### src/rtl/frac_baud_pkg.sv
package frac_baud_pkg;

    localparam int unsigned DEF_BYTE_W = 8;
    localparam int unsigned DEF_OSR    = 16;

    typedef enum logic {
        LANE_LO = 1'b0,
        LANE_HI = 1'b1
    } lane_e;

    typedef struct packed {
        logic tick;
        logic bit_en;
    } fbg_out_t;

    function automatic int unsigned lane_base(input lane_e lane, input int unsigned byte_w);
        return int'(lane) * byte_w;
    endfunction

endpackage

### src/rtl/fbg_incr_regs.sv
module fbg_incr_regs
    import frac_baud_pkg::*;
#(
    parameter int unsigned BYTE_W = DEF_BYTE_W
) (
    input  logic                  clk,
    input  logic                  rst,
    input  logic                  lock,
    input  logic                  hi_we,
    input  logic                  lo_we,
    input  logic [BYTE_W-1:0]     wdata,
    output logic [2*BYTE_W-1:0]   inc_o
);
    localparam int unsigned LANES = 2;

    logic [LANES-1:0] lane_we;

    always_comb begin
        lane_we          = '0;
        lane_we[LANE_HI] = hi_we;
        lane_we[LANE_LO] = lo_we;
    end

    for (genvar g = 0; g < LANES; g++) begin : g_lane
        logic [BYTE_W-1:0] q;

        always_ff @(posedge clk) begin
            if (rst) begin
                q <= '0;
            end else if (!lock && lane_we[g]) begin
                q <= wdata;
            end
        end

        assign inc_o[lane_base(lane_e'(g), BYTE_W) +: BYTE_W] = q;
    end

endmodule

### src/rtl/fbg_phase_acc.sv
module fbg_phase_acc #(
    parameter int unsigned ACC_W = 16
) (
    input  logic             clk,
    input  logic             rst,
    input  logic             run,
    input  logic [ACC_W-1:0] inc,
    output logic             carry_o
);
    logic [ACC_W-1:0] acc_q;
    logic [ACC_W:0]   sum;

    always_comb begin
        sum     = {1'b0, acc_q} + {1'b0, inc};
        carry_o = run && sum[ACC_W];
    end

    always_ff @(posedge clk) begin
        if (rst || !run) begin
            acc_q <= '0;
        end else begin
            acc_q <= sum[ACC_W-1:0];
        end
    end

endmodule

### src/rtl/fbg_ovs_gate.sv
module fbg_ovs_gate
    import frac_baud_pkg::*;
#(
    parameter int unsigned OSR = DEF_OSR
) (
    input  logic     clk,
    input  logic     rst,
    input  logic     run,
    input  logic     carry,
    output fbg_out_t out_o
);
    localparam int unsigned CNT_W = (OSR > 1) ? $clog2(OSR) : 1;
    localparam logic [CNT_W-1:0] LAST = CNT_W'(OSR - 1);

    logic [CNT_W-1:0] cnt_q;
    fbg_out_t         out_q;

    always_ff @(posedge clk) begin
        if (rst || !run) begin
            cnt_q <= '0;
            out_q <= '0;
        end else begin
            out_q.tick   <= carry;
            out_q.bit_en <= carry && (cnt_q == LAST);
            if (carry) begin
                cnt_q <= (cnt_q == LAST) ? '0 : cnt_q + 1'b1;
            end
        end
    end

    assign out_o = out_q;

endmodule

### src/rtl/frac_baud_gen.sv
module frac_baud_gen
    import frac_baud_pkg::*;
#(
    parameter int unsigned BYTE_W = DEF_BYTE_W,
    parameter int unsigned OSR    = DEF_OSR
) (
    input  logic              clk,
    input  logic              rst,
    input  logic              uart_en,
    input  logic              inc_hi_we,
    input  logic              inc_lo_we,
    input  logic [BYTE_W-1:0] inc_byte,
    output logic              os_tick,
    output logic              bit_en
);
    localparam int unsigned INC_W = 2 * BYTE_W;

    logic [INC_W-1:0] inc_val;
    logic             carry;
    fbg_out_t         gate_out;

    fbg_incr_regs #(.BYTE_W(BYTE_W)) u_regs (
        .clk   (clk),
        .rst   (rst),
        .lock  (uart_en),
        .hi_we (inc_hi_we),
        .lo_we (inc_lo_we),
        .wdata (inc_byte),
        .inc_o (inc_val)
    );

    fbg_phase_acc #(.ACC_W(INC_W)) u_acc (
        .clk     (clk),
        .rst     (rst),
        .run     (uart_en),
        .inc     (inc_val),
        .carry_o (carry)
    );

    fbg_ovs_gate #(.OSR(OSR)) u_gate (
        .clk   (clk),
        .rst   (rst),
        .run   (uart_en),
        .carry (carry),
        .out_o (gate_out)
    );

    assign os_tick = gate_out.tick;
    assign bit_en  = gate_out.bit_en;

endmodule

### config.mk
export PLATFORM = sky130hd
export DESIGN_NAME = frac_baud_gen
export DESIGN_NICKNAME = d
export VERILOG_FILES = /design/src/rtl/frac_baud_pkg.sv /design/src/rtl/fbg_incr_regs.sv /design/src/rtl/fbg_phase_acc.sv /design/src/rtl/fbg_ovs_gate.sv /design/src/rtl/frac_baud_gen.sv
export SDC_FILE = /design/constraint.sdc
export NUM_CORES = 1
export LEC_CHECK = 0
export BUFFER_PORTS_ARGS = -buffer_cell sky130_fd_sc_hd__buf_2
export CORE_ASPECT_RATIO = 0.5
export CORE_UTILIZATION = 45
export CTS_CLUSTER_SIZE = 10
export DETAILED_ROUTE_END_ITERATION = 8
export GPL_TIMING_DRIVEN = 0
export PLACE_DENSITY = 0.75
export SLEW_MARGIN = 20
export SYNTH_ARGS = -nofsm -noshare
export SYNTH_HDL_FRONTEND = slang
export SYNTH_SLANG_ARGS = --single-unit
### constraint.sdc
create_clock -name clk -period 3.1 [get_ports clk]
set_input_delay 0.31 -clock clk [delete_from_list [all_inputs] [get_ports clk]]
set_output_delay 0.31 -clock clk [all_outputs]
set_load 0.02 [all_outputs]
==> results of run 1 <==
## cell type report
class	count	share of cell area, %
well taps	54	3.03
plain buffers	7	1.18
inverters	4	0.672
flip-flops and latches	38	34.1
clock buffers	6	3.70
multi-input cells	171	53.9
clock inverters	2	0.560
repair buffers	13	2.91
## per-stage QoR
step | worst slack [ps] | hold WS [ps]
3_5_place_dp | 731 | 503
2_1_floorplan | 948 | 454
6_report | 696 | 277
4_1_cts | 701 | 272
5_1_grt | 569 | 281
3_3_place_gp | 755 | 487
## registers in the layout, indices dropped and copies added, names as in the netlist
signal           flops
u_acc.acc_q         16
u_regs.g_lane.q     16
u_gate.cnt_q         4
u_gate.out_o         2
## per-layer routing
layer  routed length (um)  vias up  track usage (%)
met5                    0        -                0
met4                   76        0             7.84
met3                  223        9             5.14
met2                 1780       54             29.2
met1                 2060      750             27.8
li1                     -      820                -
## cells in the final DEF (no fill, tap or decap), drive strengths merged, types with 2 or more instances in the layout
cell type	count
dfxtp	38
nor2	31
mux2i	18
a21oi	17
ha	17
buf	13
clkbuf	13
o21ai	11
nand2	9
nor3	7
nor3b	6
a211oi	5
and2	5
nand3	4
inv	4
o21a	4
xor2	4
xnor2	4
a21o	4
nor2b	4
nand2b	3
nand4	3
a31oi	3
o211ai	2
## report_power, final
part | switching (W) | internal [W] | leakage (nW)
clock | 0.000178 | 0.000179 | 0.0472
sequential | 0.00000936 | 0.000503 | 0.309
combinational | 0.0000561 | 0.0000401 | 0.639
total | 0.000243 | 0.000722 | 0.995
## kinds of logic (layout without fill, tap and decap cells)
family          Yosys count  in the layout  share of synthesized area (%)
simple gates             76             76                           19.0
mux                      18             18                           8.98
compound gates           51             51                           17.0
fa+ha+maj                18             18                           11.6
flops                    38             38                           37.9
xor+xnor                  8              8                           3.49
buf+inv                  11             32                           2.06
## path summary, 6_finish.rpt
kind | cells past startpoint | end | slack (ps) | startpoint
min | 3 | u_regs.g_lane[1].q[4] | 280 | inc_byte[4]
max reg2reg | 8 | u_gate.out_o[0] | 700 | u_regs.g_lane[0].q[0]
min reg2reg | 2 | u_regs.g_lane[1].q[6] | 510 | u_regs.g_lane[1].q[6]
max | 8 | u_gate.out_o[0] | 700 | u_regs.g_lane[0].q[0]
## critical path, stage by stage (launching register included)
cell	delay, ps
dfxtp_1	320
ha_1	220
fa_1	440
a211oi_1	350
nor3b_2	120
o211ai_2	320
o31ai_4	150
and2_4	200
and4_1	180
==> reports/results.txt, run 1 <==
Outcome: finished, final reports clean
Worst Tran Pin Value: 653 ps
Critical path type: reg -> reg
Register Area: 761 sq um
Post-DP HPWL: 3120 um
Crit start category: register
Core area: 4080 sq um
Placement Cell Area: 2140 sq um
I/O pin count: 15
Worst-skew pair later-pin latency: 290 ps
Leading area contributor after synthesis: dfxtp_1
Util after Layout: 54.7%
RSZ-0062 raised after global routing: no
Final setup viols: 0
Pwr dens: 432 nW/um^2
DRT Pass-1 Iters: 4
TritonCTS clock tree: done
Clock transition at path regs: 80 ps
Design Area, Final: 2230 sq um
Hold Fails Final Rpt: 0
Vias per Instance: 5.54
Num CTS Buffers: 5
Routed len/inst: 14.0 um
Cell Rows: 16
Post-Place Cells: 287
Port Buffers: 13
CTS max path bufs: 2
Count of cell types in the netlist: 37
Remaining DRCs: 0
Wirelength, routed: 4130 um
Die X: 96.4 um
Layout area overhead: 11.4%
Clock sinks: 38
Initial DRC count: 150
Peak VDD IR: 0.221 mV
Fraction of layout cells with a size suffix above 1: 12.4%
Total Nets Final: 271
Resize count post-CTS: 0
Syn nets: 251
Register bit count reported by yosys: 38
Crit path time final: 2400 ps
Post-Synthesis Cells: 220
Tcrit/Tclk final: 77.6%
Root buf cell: clkbuf_8
Register area share after synthesis: 37.9%
CP Capture Type: register
Post-CTS Hold Buffers: 0
GRT Overall Usage: 19.9%
Largest net degree at the start of global routing: 13
Final non-filler cell total: 295
CP required: 3290 ps
Placer Congestion: 0.900
Die H: 49.2 um
Achievable clock frequency: 416 MHz
Top-count cell post-synth: dfxtp_1
Synthesis Warnings: 0
Via count of the first global-routing pass: 1491
Synth area leaders: dfxtp_1, ha_1, mux2i_1, nor2_1, a21oi_1
Maximum fanout along the worst path: 7
Max_cap viols: 0
CTS HTree Levels: 2
Antenna violations before repair: 0
HP Class: in -> reg
Post-CTS Setup Inserts: 0
Synth Flop Type: dfxtp_1
Via count: 1633
Diodes inserted: 0
Fin. max-slew vios: 0
Post-route ant nets: 0
Slew HR: 56.5%
Mapped cell area: 2010 sq um
Arrival time of the worst setup path: 2590 ps
Yosys top cell area share: 37.9%
Syn avg cell area: 9.12 sq um
Total power: 0.000966 W
Pleak: 0.995 nW
Footprint of the multi-input gates: 1200 sq um
Die area: 4740 sq um
Grt ovf: 0
Total Negative Setup Slacks: 0 ps
Fillcell total: 395
Most frequent cells after synthesis: dfxtp_1, nor2_1, mux2i_1
First-pass GRT wire length: 7040 um
Asr flop ratio synth: 0%
Post-synth EDFFs: 0
Initial core utilization: 49.1%
Final worst clock skew: 2.42 ps
(Power assumes the default switching activity.)
==> inputs of run 2 (changes only) <==
- PLACE_DENSITY: 0.75 -> 0.77
- clock period: 3.1 -> 2.2 ns (I/O delays scaled with it)
==> reports/results.txt, run 2 (same netlist as run 1, synthesis figures left out) <==
Outcome: finished, final reports clean
Via count of the first global-routing pass: 1693
Worst-skew pair later-pin latency: 300 ps
Core area: 4080 sq um
Wirelength, routed: 4500 um
Leading cell type in the layout, fill and taps excluded: dfxtp_1
Post-CTS Hold Buffers: 0
Post-route ant nets: 0
Met2 Resource Use GR: 31.7%
Fin. max-slew vios: 0
I/O pin count: 15
Slew HR: 56.8%
Tcrit/Tclk final: 97.0%
Pwr dens: 615 nW/um^2
Arrival time of the worst setup path: 2330 ps
First-pass GRT wire length: 7710 um
Antenna violations before repair: 0
Initial DRC count: 215
Slowest stage delay, CP: 360 ps
Most frequent cells in the layout: dfxtp_1, nor2_1, mux2i_1, a21oi_1, buf_2
Layout area overhead: 21.0%
Final setup viols: 0
Top Usage Layer GRT: met2
Initial core utilization: 49.1%
Fin Hold WS: 169 ps
TritonCTS clock tree: done
Port Buffers: 13
Crit start category: register
Peak VDD IR: 0.332 mV
Critical path type: reg -> reg
Post-DP HPWL: 2980 um
Via count: 1719
Crit path time final: 2130 ps
Die X: 96.4 um
Reg2reg path depth: 8
Grt met1 use: 29.2%
Total Negative Setup Slacks: 0 ps
Placement Cell Area: 2140 sq um
Total Nets Final: 277
Worst path slowest cell: o31ai_4
Remaining DRCs: 0
Placer Congestion: 0.901
GRT Overall Usage: 21.6%
Design Area, Final: 2430 sq um
Pleak: 1.04 nW
Worst path depth: 8
CP required: 2390 ps
Final non-filler cell total: 300
GR Layer Usage met3: 6.54%
Grt ovf: 0
RSZ-0062 raised after global routing: yes
Largest net degree at the start of global routing: 12
Clock sinks: 38
CTS HTree Levels: 2
Maximum fanout along the worst path: 7
Achievable clock frequency: 468 MHz
Diodes inserted: 0
HP Class: in -> reg
Worst Tran Pin Value: 648 ps
Biggest regs: u_acc.acc_q: 16 flops, u_regs.g_lane.q: 16 flops, u_gate.cnt_q: 4 flops
CP Capture Type: register
Total power: 0.00149 W
CP bufs+invs: 1
CTS max path bufs: 2
Final worst clock skew: 4.67 ps
Hold Fails Final Rpt: 0
Fraction of layout cells with a size suffix above 1: 22.8%
Critical-path cell list: ha_4, and3_4, nor3b_4, o211ai_2, buf_6, o31ai_4, a31oi_1, a41o_2
Root buf cell: clkbuf_8
CP top delay family: compound AO/OA/AOI/OAI gates
Clock transition at path regs: 80 ps
Routed len/inst: 15.0 um
DRT Pass-1 Iters: 4
Die area: 4740 sq um
Hold path depth: 3
Max_cap viols: 0
Cell Rows: 16
Post-Place Cells: 287
Vias per Instance: 5.73
Die H: 49.2 um
Num CTS Buffers: 5
-- run 2: cell type report --
cell class              instances  area, sq um
fillers                       354         1660
well taps                      54         67.6
flip-flops and latches         38          768
inverters                       4         15.0
plain buffers                   7         26.3
multi-input cells             171         1320
clock inverters                 1         30.0
repair buffers                 19          114
clock buffers                   6         82.6
-- run 2: worst min-delay path, delay by kind of cell --
kind                   cells  cell delay, ps
buffers and inverters      1              90
AND/OR/NAND/NOR            1              70
multiplexers               1              60
-- run 2: per-stage QoR --
| step | utilization, % | setup slack, ps |
|---|---|---|
| final | 59.4 | 65.4 |
| after global routing | 59.4 | -30.5 |
| after CTS | 58.4 | 5.09 |
| after detailed placement | 52.4 | -153 |
| after global placement | 52.4 | -147 |
| after floorplan | - | 47.7 |
-- run 2: path summary, 6_finish.rpt --
check | startpoint | endpoint | slack [ps]
min reg2reg | u_regs.g_lane[1].q[4] | u_regs.g_lane[1].q[4] | 510
max | u_regs.g_lane[0].q[7] | u_gate.cnt_q[3] | 70
min | inc_byte[5] | u_regs.g_lane[1].q[5] | 170
max reg2reg | u_regs.g_lane[0].q[7] | u_gate.cnt_q[3] | 70
-- run 2: what timing repair did --
action / CTS / global route
resized for setup: 15 / 12
setup endpoints to repair: 8 / 8
pin swaps: 7 / 9
buffers inserted: 5 / 2
endpoints found under the hold margin: 0 / 0
-- run 2: power breakdown --
group	switching, W	internal, W
combinational	0.0000831	0.0000678
sequential	0.0000166	0.000711
clock	0.000250	0.000363
total	0.000350	0.00114
-- run 2: routing by layer --
metal / up-vias / wire, um
li1: 837 / -
met1: 807 / 2190
met2: 61 / 1890
met3: 14 / 309
met4: 0 / 111
met5: - / 0
